## config.mk

```make
export PLATFORM = sky130hd
export DESIGN_NAME = strided_agen
export DESIGN_NICKNAME = d
export VERILOG_FILES = /design/src/rtl/agen_pkg.sv /design/src/rtl/agen_level.sv /design/src/rtl/agen_step_sel.sv /design/src/rtl/agen_countdown.sv /design/src/rtl/strided_agen.sv
export SDC_FILE = /design/constraint.sdc
export NUM_CORES = 1
export LEC_CHECK = 0
export BUFFER_PORTS_ARGS = -buffer_cell sky130_fd_sc_hd__buf_2
export CORE_UTILIZATION = 60
export DETAILED_ROUTE_END_ITERATION = 12
export PLACE_DENSITY = 0.85
export SLEW_MARGIN = 10
export SYNTH_ARGS = -nofsm -noshare
export SYNTH_HDL_FRONTEND = slang
export SYNTH_SLANG_ARGS = --single-unit
```

## constraint.sdc

```tcl
create_clock -name clk -period 12 [get_ports clk]
set_input_delay 1.2 -clock clk [delete_from_list [all_inputs] [get_ports clk]]
set_output_delay 1.2 -clock clk [all_outputs]
set_load 0.05 [all_outputs]
```

## src/rtl/agen_pkg.sv

```systemverilog
package agen_pkg;

  typedef enum logic {
    AG_IDLE = 1'b0,
    AG_RUN  = 1'b1
  } ag_state_e;

endpackage

```

## src/rtl/agen_level.sv

```systemverilog
module agen_level #(
  parameter int LEN_W = 8
) (
  input  logic             clk,
  input  logic             rst,
  input  logic             load,
  input  logic [LEN_W-1:0] len_in,
  input  logic             advance,
  input  logic             carry_in,
  output logic             wrap
);

  logic [LEN_W-1:0] len_q;
  logic [LEN_W-1:0] count_q;

  assign wrap = carry_in && (count_q == len_q);

  always_ff @(posedge clk) begin
    if (rst) begin
      len_q   <= '0;
      count_q <= '0;
    end else if (load) begin
      len_q   <= len_in;
      count_q <= '0;
    end else if (advance && carry_in) begin
      count_q <= wrap ? '0 : count_q + LEN_W'(1);
    end
  end

  // the counter never passes its programmed limit
  a_r4_count_in_range: assert property (@(posedge clk) disable iff (rst)
    count_q <= len_q);

  // a wrapping level restarts at zero
  a_r4_wrap_restarts: assert property (@(posedge clk) disable iff (rst)
    (advance && wrap && !load) |=> (count_q == '0));

endmodule

```

## src/rtl/agen_step_sel.sv

```systemverilog
module agen_step_sel #(
  parameter int LEVELS = 5,
  parameter int JUMP_W = 12,
  parameter int SUM_W  = 13
) (
  input  logic                       clk,
  input  logic                       rst,
  input  logic [LEVELS-1:0]          wrap,
  input  logic [LEVELS*JUMP_W-1:0]   jumps,
  output logic signed [SUM_W-1:0]    step
);

  localparam int EXT_W = SUM_W - JUMP_W;

  logic [LEVELS-1:0] sel;

  // outermost wrapping level wins: later iterations overwrite earlier ones
  always_comb begin
    sel = '0;
    for (int k = 0; k < LEVELS; k++) begin
      if (wrap[k]) begin
        sel    = '0;
        sel[k] = 1'b1;
      end
    end
  end

  always_comb begin
    step = SUM_W'(1);
    for (int k = 0; k < LEVELS; k++) begin
      if (sel[k]) begin
        step = $signed({{EXT_W{jumps[k*JUMP_W+JUMP_W-1]}}, jumps[k*JUMP_W +: JUMP_W]});
      end
    end
  end

  // at most one jump is selected per step
  a_r5_single_jump: assert property (@(posedge clk) disable iff (rst)
    $onehot0(sel));

  // a jump is only taken from a level that actually wrapped
  a_r5_jump_from_wrap: assert property (@(posedge clk) disable iff (rst)
    (sel & ~wrap) == '0);

endmodule

```

## src/rtl/agen_countdown.sv

```systemverilog
module agen_countdown #(
  parameter int CNT_W = 20
) (
  input  logic             clk,
  input  logic             rst,
  input  logic             load,
  input  logic [CNT_W-1:0] total,
  input  logic             dec,
  output logic             is_zero,
  output logic             is_last
);

  logic [CNT_W-1:0] remain_q;

  assign is_zero = (remain_q == '0);
  assign is_last = (remain_q == CNT_W'(1));

  always_ff @(posedge clk) begin
    if (rst) begin
      remain_q <= '0;
    end else if (load) begin
      remain_q <= total;
    end else if (dec) begin
      remain_q <= remain_q - CNT_W'(1);
    end
  end

  // each emitted address removes exactly one step
  a_r7_dec_by_one: assert property (@(posedge clk) disable iff (rst)
    (dec && !load) |=> (remain_q == $past(remain_q) - CNT_W'(1)));

  // no address is emitted once the count is used up
  a_r7_no_underflow: assert property (@(posedge clk) disable iff (rst)
    dec |-> !is_zero);

endmodule

```

## src/rtl/strided_agen.sv

```systemverilog
module strided_agen
  import agen_pkg::*;
#(
  parameter int ADDR_W = 12,
  parameter int LEVELS = 5,
  parameter int LEN_W  = 8,
  parameter int JUMP_W = 12,
  parameter int CNT_W  = 20
) (
  input  logic                     clk,
  input  logic                     rst,
  input  logic                     start,
  input  logic                     stall,
  input  logic [ADDR_W-1:0]        base_addr,
  input  logic [LEVELS*LEN_W-1:0]  level_len,
  input  logic [LEVELS*JUMP_W-1:0] level_jump,
  input  logic [CNT_W-1:0]         step_total,
  output logic [ADDR_W-1:0]        addr_out,
  output logic                     addr_valid,
  output logic                     busy,
  output logic                     done
);

  localparam int SUM_W = ((ADDR_W > JUMP_W) ? ADDR_W : JUMP_W) + 1;
  localparam int PAD_W = SUM_W - ADDR_W;

  ag_state_e               state_q;
  logic [ADDR_W-1:0]       cur_q;
  logic [LEVELS*JUMP_W-1:0] jumps_q;
  logic                    last_q;

  logic                    accept;
  logic                    emit;
  logic                    fin_zero;
  logic                    cnt_zero;
  logic                    cnt_last;
  logic [LEVELS-1:0]       wrap;
  logic [LEVELS-1:0]       carry;
  logic signed [SUM_W-1:0] step;
  logic signed [SUM_W-1:0] sum;
  logic [ADDR_W-1:0]       next_addr;

  assign busy     = (state_q == AG_RUN);
  assign accept   = start && !busy;
  assign emit     = busy && !stall && !cnt_zero;
  assign fin_zero = busy && cnt_zero;

  genvar g;
  generate
    for (g = 0; g < LEVELS; g++) begin : g_lvl
      if (g == 0) begin : g_first
        assign carry[g] = 1'b1;
      end else begin : g_rest
        assign carry[g] = wrap[g-1];
      end
      agen_level #(.LEN_W(LEN_W)) u_lvl (
        .clk      (clk),
        .rst      (rst),
        .load     (accept),
        .len_in   (level_len[g*LEN_W +: LEN_W]),
        .advance  (emit),
        .carry_in (carry[g]),
        .wrap     (wrap[g])
      );
    end
  endgenerate

  agen_step_sel #(.LEVELS(LEVELS), .JUMP_W(JUMP_W), .SUM_W(SUM_W)) u_sel (
    .clk   (clk),
    .rst   (rst),
    .wrap  (wrap),
    .jumps (jumps_q),
    .step  (step)
  );

  agen_countdown #(.CNT_W(CNT_W)) u_cnt (
    .clk     (clk),
    .rst     (rst),
    .load    (accept),
    .total   (step_total),
    .dec     (emit),
    .is_zero (cnt_zero),
    .is_last (cnt_last)
  );

  assign sum       = $signed({{PAD_W{1'b0}}, cur_q}) + step;
  assign next_addr = sum[ADDR_W-1:0];

  always_ff @(posedge clk) begin
    if (rst) begin
      state_q    <= AG_IDLE;
      cur_q      <= '0;
      jumps_q    <= '0;
      addr_out   <= '0;
      addr_valid <= 1'b0;
      last_q     <= 1'b0;
      done       <= 1'b0;
    end else begin
      addr_valid <= emit;
      last_q     <= (emit && cnt_last) || fin_zero;
      done       <= last_q;
      if (accept) begin
        state_q <= AG_RUN;
        cur_q   <= base_addr;
        jumps_q <= level_jump;
      end else if (emit) begin
        addr_out <= cur_q;
        cur_q    <= next_addr;
        if (cnt_last) state_q <= AG_IDLE;
      end else if (fin_zero) begin
        state_q <= AG_IDLE;
      end
    end
  end

  // a stall seen while busy suppresses the next valid
  a_r9_stall_blocks_valid: assert property (@(posedge clk) disable iff (rst)
    (busy && stall) |=> !addr_valid);

  // a stall seen while busy keeps the running address
  a_r9_stall_holds_addr: assert property (@(posedge clk) disable iff (rst)
    (busy && stall) |=> $stable(cur_q));

  // done never lasts two cycles
  a_r8_done_pulse: assert property (@(posedge clk) disable iff (rst)
    done |=> !done);

  // done never coincides with a valid address
  a_r8_done_no_valid: assert property (@(posedge clk) disable iff (rst)
    done |-> !addr_valid);

  // a start while busy does not reload the running address
  a_r10_start_ignored: assert property (@(posedge clk) disable iff (rst)
    (busy && start && stall) |=> $stable(cur_q));

endmodule

```

### Word-level counts from Yosys, hierarchy flattened

Index checks and enable logic that the tools add are counted.

* flip-flop bits (word level): 188
* bits in latches: 0
* memory bits (writable): 0
* ROM bits: 0
* input bits: 136
* output and inout port bits: 15
* word-level logic and storage cells: 79
* memories: 0

* $add $sub $neg: 7
* $mul: 0
* div/mod/pow operators: 0
* magnitude comparators: 0
* equal/unequal tests: 7
* shift operators: 0
* muxes and demuxes: 23
* bitwise gates (word level): 1
* reduce and logical (&&, ||, !) cells: 23

Operators by type and width (number)
* $mux 12: 7
* $add 8x1->8 const B: 5
* $eq 8x8->1: 5
* $mux 20: 2
* $mux 8: 5
* $eq 20x1->1 const B: 1
* $logic_not 20->1: 1
* $sub 20x1->20 const B: 1
* $logic_and 1x1->1: 13
* $add 12x12->12: 1
* $mux 1: 5
* $mux 5: 1
* $mux 4: 1
* $reduce_and 2->1: 2
* $logic_not 1->1: 3
* $mux 3: 1
* $ne 3x2->1 const B: 1
* $reduce_bool 3->1: 1
* $mux 2: 1
* $reduce_bool 2->1: 1
* $reduce_or 2->1: 1
* $logic_or 1x1->1: 1
* $not 1->1: 1

### Longest topological paths before layout

* word-level depth: 14
* gate-level depth with buffers: 18
* gate-level depth less buffers: 16

### By module

From an unflattened synthesis, not the netlist that was laid out.

* cell total of the unflattened synthesis: 1066
* area, all modules: 9271.4 µm²

Modules (own cells, without submodules)
* agen_level: times used 5, cells an instance 79, area each 762.0 µm²
* strided_agen: times used 1, cells an instance 460, area each 3638.5 µm²
* agen_countdown: times used 1, cells an instance 149, area each 1244.9 µm²
* agen_step_sel: times used 1, cells an instance 62, area each 578.1 µm²

### Worst setup path after synthesis

OpenSTA, ideal clock, no wires.

* kind: reg-to-reg
* start point: register g_lvl[1].u_lvl.count_q[1]
* end point: register cur_q[10]
* setup time: 0.086 ns
* arrival time: 3.873 ns
* required time: 11.914 ns
* setup slack: 8.042 ns
* cell stages (with the launch flop): 18
* buffers on the path: 1
* clock period less this slack: 3.958 ns
* cell sequence: dfxtp_1 > xor2_1 > nor4_4 > nand4bb_1 > buf_2 > a21oi_1 > a222oi_1 > a21boi_0 > ha_1 > fa_1 > a21o_1 > a21o_1 > a21oi_1 > o21ai_0 > a211oi_1 > nor2_1 > mux2_2 > a211oi_1

* word-level cells in the longest chain between the ends: 14

Ends and longest elaborated chain
* start: declaration: RTL line agen_level.sv:14 `logic [LEN_W-1:0] count_q;`
* start signal: assignment: RTL line agen_level.sv:26 `count_q <= wrap ? '0 : count_q + LEN_W'(1);`
* $eq 8x8->1 (*): RTL line agen_level.sv:16 `assign wrap = carry_in && (count_q == len_q);`
* $logic_and 1x1->1 (*): RTL line agen_level.sv:16
* $mux 2 or $logic_and 1x1->1 (tied branches): RTL line agen_step_sel.sv:21, agen_level.sv:16
* $mux 3 or $logic_and 1x1->1 (tied branches): RTL line agen_step_sel.sv:21, agen_level.sv:16
* $mux 4 or $logic_and 1x1->1 (tied branches): RTL line agen_step_sel.sv:21, agen_level.sv:16
* $mux 5 (*): RTL line agen_step_sel.sv:21 `if (wrap[k]) begin`
* $mux 12 (4 in series): RTL line agen_step_sel.sv:31 `if (sel[k]) begin`
* $mux 12 (*): RTL line agen_step_sel.sv:31
* $add 12x12->12 (*): RTL line strided_agen.sv:86 `assign sum = $signed({{PAD_W{1'b0}}, cur_q}) + step;`
* $mux 12 (*): RTL line strided_agen.sv:106 `end else if (emit) begin`
* $mux 12 (*): RTL line strided_agen.sv:102 `if (accept) begin`
* end signal: assignment: RTL line strided_agen.sv:104 `cur_q <= base_addr;`
* end signal: assignment: RTL line strided_agen.sv:108 `cur_q <= next_addr;`
* end: declaration: RTL line strided_agen.sv:28 `logic [ADDR_W-1:0] cur_q;`

Every way passes the cells marked *; elsewhere a longest branch is shown, timed or not. The select of a mux whose other input is x is not followed.
A chain may end at the register's enable or synchronous reset.

### Worst setup path in the final report

* start point: register g_lvl[1].u_lvl.count_q[2]
* end point: register cur_q[10]

The elaborated chain is that of the path after synthesis.

==> key figures <==
Outcome
  • Status: complete, no violations

CTS
  • Hold buffer count at CTS: 0
  • Setup Buffers After CTS: 0
  • Reg clk slew, reported paths: 0.07 ns
  • Clk_lat worst skew: 0.43 ns
  • TritonCTS buffer count: 17
  • Clk sink count: 188
  • H-Tree Depth: 4
  • CTS tree: done
  • Post-CTS Resized: 0
  • CTS Root Cell: clkbuf_16
  • Clock Path Buffers: 2

Logic synthesis
  • Synthesized area per cell: between 8 and 9 µm²
  • FFs w/ async S/R, synth: 0
  • Post-synth top cells: nand2_1, dfxtp_1, a21oi_1
  • Unique masters post-synth: 51
  • Yosys top cell by area: dfxtp_1
  • Largest cells by area after synthesis: dfxtp_1, nand2_1, a21oi_1
  • Register area share after synthesis: 0.4394
  • Mapped cell area: 8564 µm²
  • Yosys top cell area share: 0.4394
  • EDFF count, synth: 0
  • Synth warnings: 0
  • Syn nets: 1218
  • Post-synth top flop: dfxtp_1
  • Syn Inst Count: 1063
  • Count leader, synth: nand2_1
  • Synth Register Bits: 188

Global routing
  • Overall routing resource usage: 0.2838
  • Vias in the first global route: ~7100
  • GRT overflow: 0
  • Initial antenna violation count: 0
  • First-pass GRT wire length: 33140 µm
  • Largest net degree at the start of global routing: 107

Timing
  • Setup-failing EPs final: 0
  • Slew Viols, Final: 0
  • Fin. Hold Viols: 0
  • Max Clock Freq: 212.9 MHz
  • Slew Limit Headroom: 0.3017
  • Slew @ Worst Pin: 1.047 ns
  • Final min period: roughly 4.7 ns
  • Worst Skew: ~0.0081 ns
  • Sum Neg Setup Slack: 0 ns
  • Post-route clock period utilization: 0.3914
  • RSZ-0062 raised after global routing: false

Critical path
  • WP data required: 12.33 ns
  • Worst r2r src: g_lvl[1].u_lvl.count_q[2]$_SDFFE_PP0P_
  • Reg2Reg Setup Slack: 7.30 ns
  • Critical Path End Type: register
  • Crit path max fanout: 10
  • Reg-to-reg critical path endpoint: cur_q[10]$_SDFFE_PP0N_
  • Reg2Reg Depth: 16
  • CP arrival: 5.03 ns
  • Critical path class: reg2reg
  • Worst setup SP type: register

Floorplanning
  • Die X-Extent: about 120 µm
  • I/O Pins: roughly 150
  • Die height: 121.5 µm
  • Initial Util: 0.6170
  • Row Count: 43
  • Core Box Area: 13880 µm²
  • Die area: 14760 µm²

Layout
  • Share of layout cells above drive strength 1: 0.1703
  • Final #Nets: around 1300
  • ANT cells: 0
  • Filler cells: 1092
  • Register Area: about 3800 µm²
  • Area of the multi-input gates: 4568 µm²
  • Synthesis-to-layout area growth: 16.63%
  • Final cell count without fillers: ~1400

Hold path
  • Hold depth: 1
  • Min-delay src: last_q$_SDFF_PP0_
  • Hold path endpoint: done$_SDFF_PP0_
  • Min-delay worst type: reg2reg

Drt
  • Via count: 7704
  • DRT Pass-1 Iters: 5
  • Routed wire length: approximately 20000 µm
  • Residual DRC count: 0
  • Via density: 5.615
  • Routed WL per cell: 14.63 µm
  • Detail Route Antenna Nets: 0
  • Initial DRC count: roughly 590

Placed design
  • Input/output buffers: 150
  • DP Cell Count: 1340
  • HPWL after detailed placement: 13730 µm
  • GPL Wtd Cong: about 0.84

Power
  • P_leak: 0.004039 µW
  • VDD IR-drop max: 0.1130 mV
  • PD cells: 143.7 nW/µm²

Flow run
  • MaxCap Viol Count: 0
[worst max-delay path: stages (launching register included)]
cell	delay, ns
dfxtp_1	0.43
xor2_1	0.14
nor4_4	0.41
nand4bb_1	0.32
a21oi_1	0.72
a222oi_1	0.23
a21boi_0	0.19
ha_1	0.25
fa_1	0.41
a21o_1	0.17
a21o_1	0.19
a21oi_1	0.18
o21ai_0	0.14
a211oi_1	0.25
nor2_1	0.08
mux2_2	0.27
a211oi_1	0.22
[cell families (layout without fill, tap and decap cells)]
| logic type | Yosys count | after routing | synth area share |
|---|---|---|---|
| AO/OA/AOI/OAI | 212 | 212 | 0.1492 |
| adder cells (fa/ha/maj) | 19 | 19 | 0.02863 |
| XOR/XNOR | 93 | 93 | 0.09511 |
| AND/OR/NAND/NOR | 461 | 461 | 0.2320 |
| buffers and inverters | 69 | 198 | 0.03068 |
| flip-flops | 188 | 188 | 0.4394 |
| multiplexers | 21 | 21 | 0.02498 |
[metal layers]
metal,up-vias,track usage,part of all wire
li1,3868,-,-
met1,3531,0.3691,0.44
met2,269,0.4624,0.48
met3,36,0.06062,0.058
met4,0,0.1003,0.020
met5,-,0,0
[stage by stage]
stage	hold WS [ns]	total power, µW	cell area, µm²	util	setup WS (ns)
CTS	0.4366	1440	9988	0.7196	7.315
finish	0.4353	1435	9988	0.7196	7.303
detailed placement	0.4212	886.8	9400	0.6772	7.352
global route	0.4584	1495	9988	0.7196	6.900
floorplan	0.4138	823.7	8564	-	8.042
global placement	0.4401	881.9	9400	0.6772	7.513
[placed cells by master (no fill, tap or decap), types with 20 or more instances in the layout]
master / Yosys / final
a211oi_1: 20 / 20
nor2_1: 86 / 86
buf_2: 3 / 149
xor2_1: 47 / 47
xnor2_1: 46 / 46
nand2_1: 281 / 281
a21oi_1: 136 / 136
dfxtp_1: 188 / 188
[final cells by class]
class / count / share of cell area
tap: 180 / 0.02255
clock inverter: 14 / 0.01591
timing repair buffer: 158 / 0.08142
sequential: 188 / 0.3768
clock buffer: 18 / 0.04297
multi-input combinational: 806 / 0.4573
inverter: 8 / 0.003006
[how the worst max path moves through the flow]
stage,slack (ns),from,to
final,7.30,g_lvl[1].u_lvl.count_q[2]$_SDFFE_PP0P_,cur_q[10]$_SDFFE_PP0N_
after global routing,6.90,g_lvl[1].u_lvl.count_q[2]$_SDFFE_PP0P_,cur_q[10]$_SDFFE_PP0N_
after CTS,7.31,g_lvl[1].u_lvl.count_q[2]$_SDFFE_PP0P_,cur_q[10]$_SDFFE_PP0N_
after detailed placement,7.35,g_lvl[1].u_lvl.count_q[2]$_SDFFE_PP0P_,cur_q[10]$_SDFFE_PP0N_
after global placement,7.51,g_lvl[1].u_lvl.count_q[2]$_SDFFE_PP0P_,cur_q[10]$_SDFFE_PP0N_
after floorplan,8.04,g_lvl[1].u_lvl.count_q[1]$_SDFFE_PP0P_,cur_q[10]$_SDFFE_PP0N_
[power breakdown]
group / leakage (µW) / internal, µW / total (µW) / switching (µW)
clock: 0.000288 / 312 / 560 / 248
combinational: 0.00221 / 78.5 / 197 / 118
sequential: 0.00154 / 655 / 679 / 23.7
[state kept, by name, indices dropped and copies added (netlist names)]
| signal | flops |
|---|---|
| addr_valid | 1 |
| busy | 1 |
| g_lvl.u_lvl.len_q | 40 |
| g_lvl.u_lvl.count_q | 40 |
| cur_q | 12 |
| last_q | 1 |
| addr_out | 12 |
| done | 1 |
| jumps_q | 60 |
| u_cnt.remain_q | 20 |
Power figures use the tool's default switching activity.
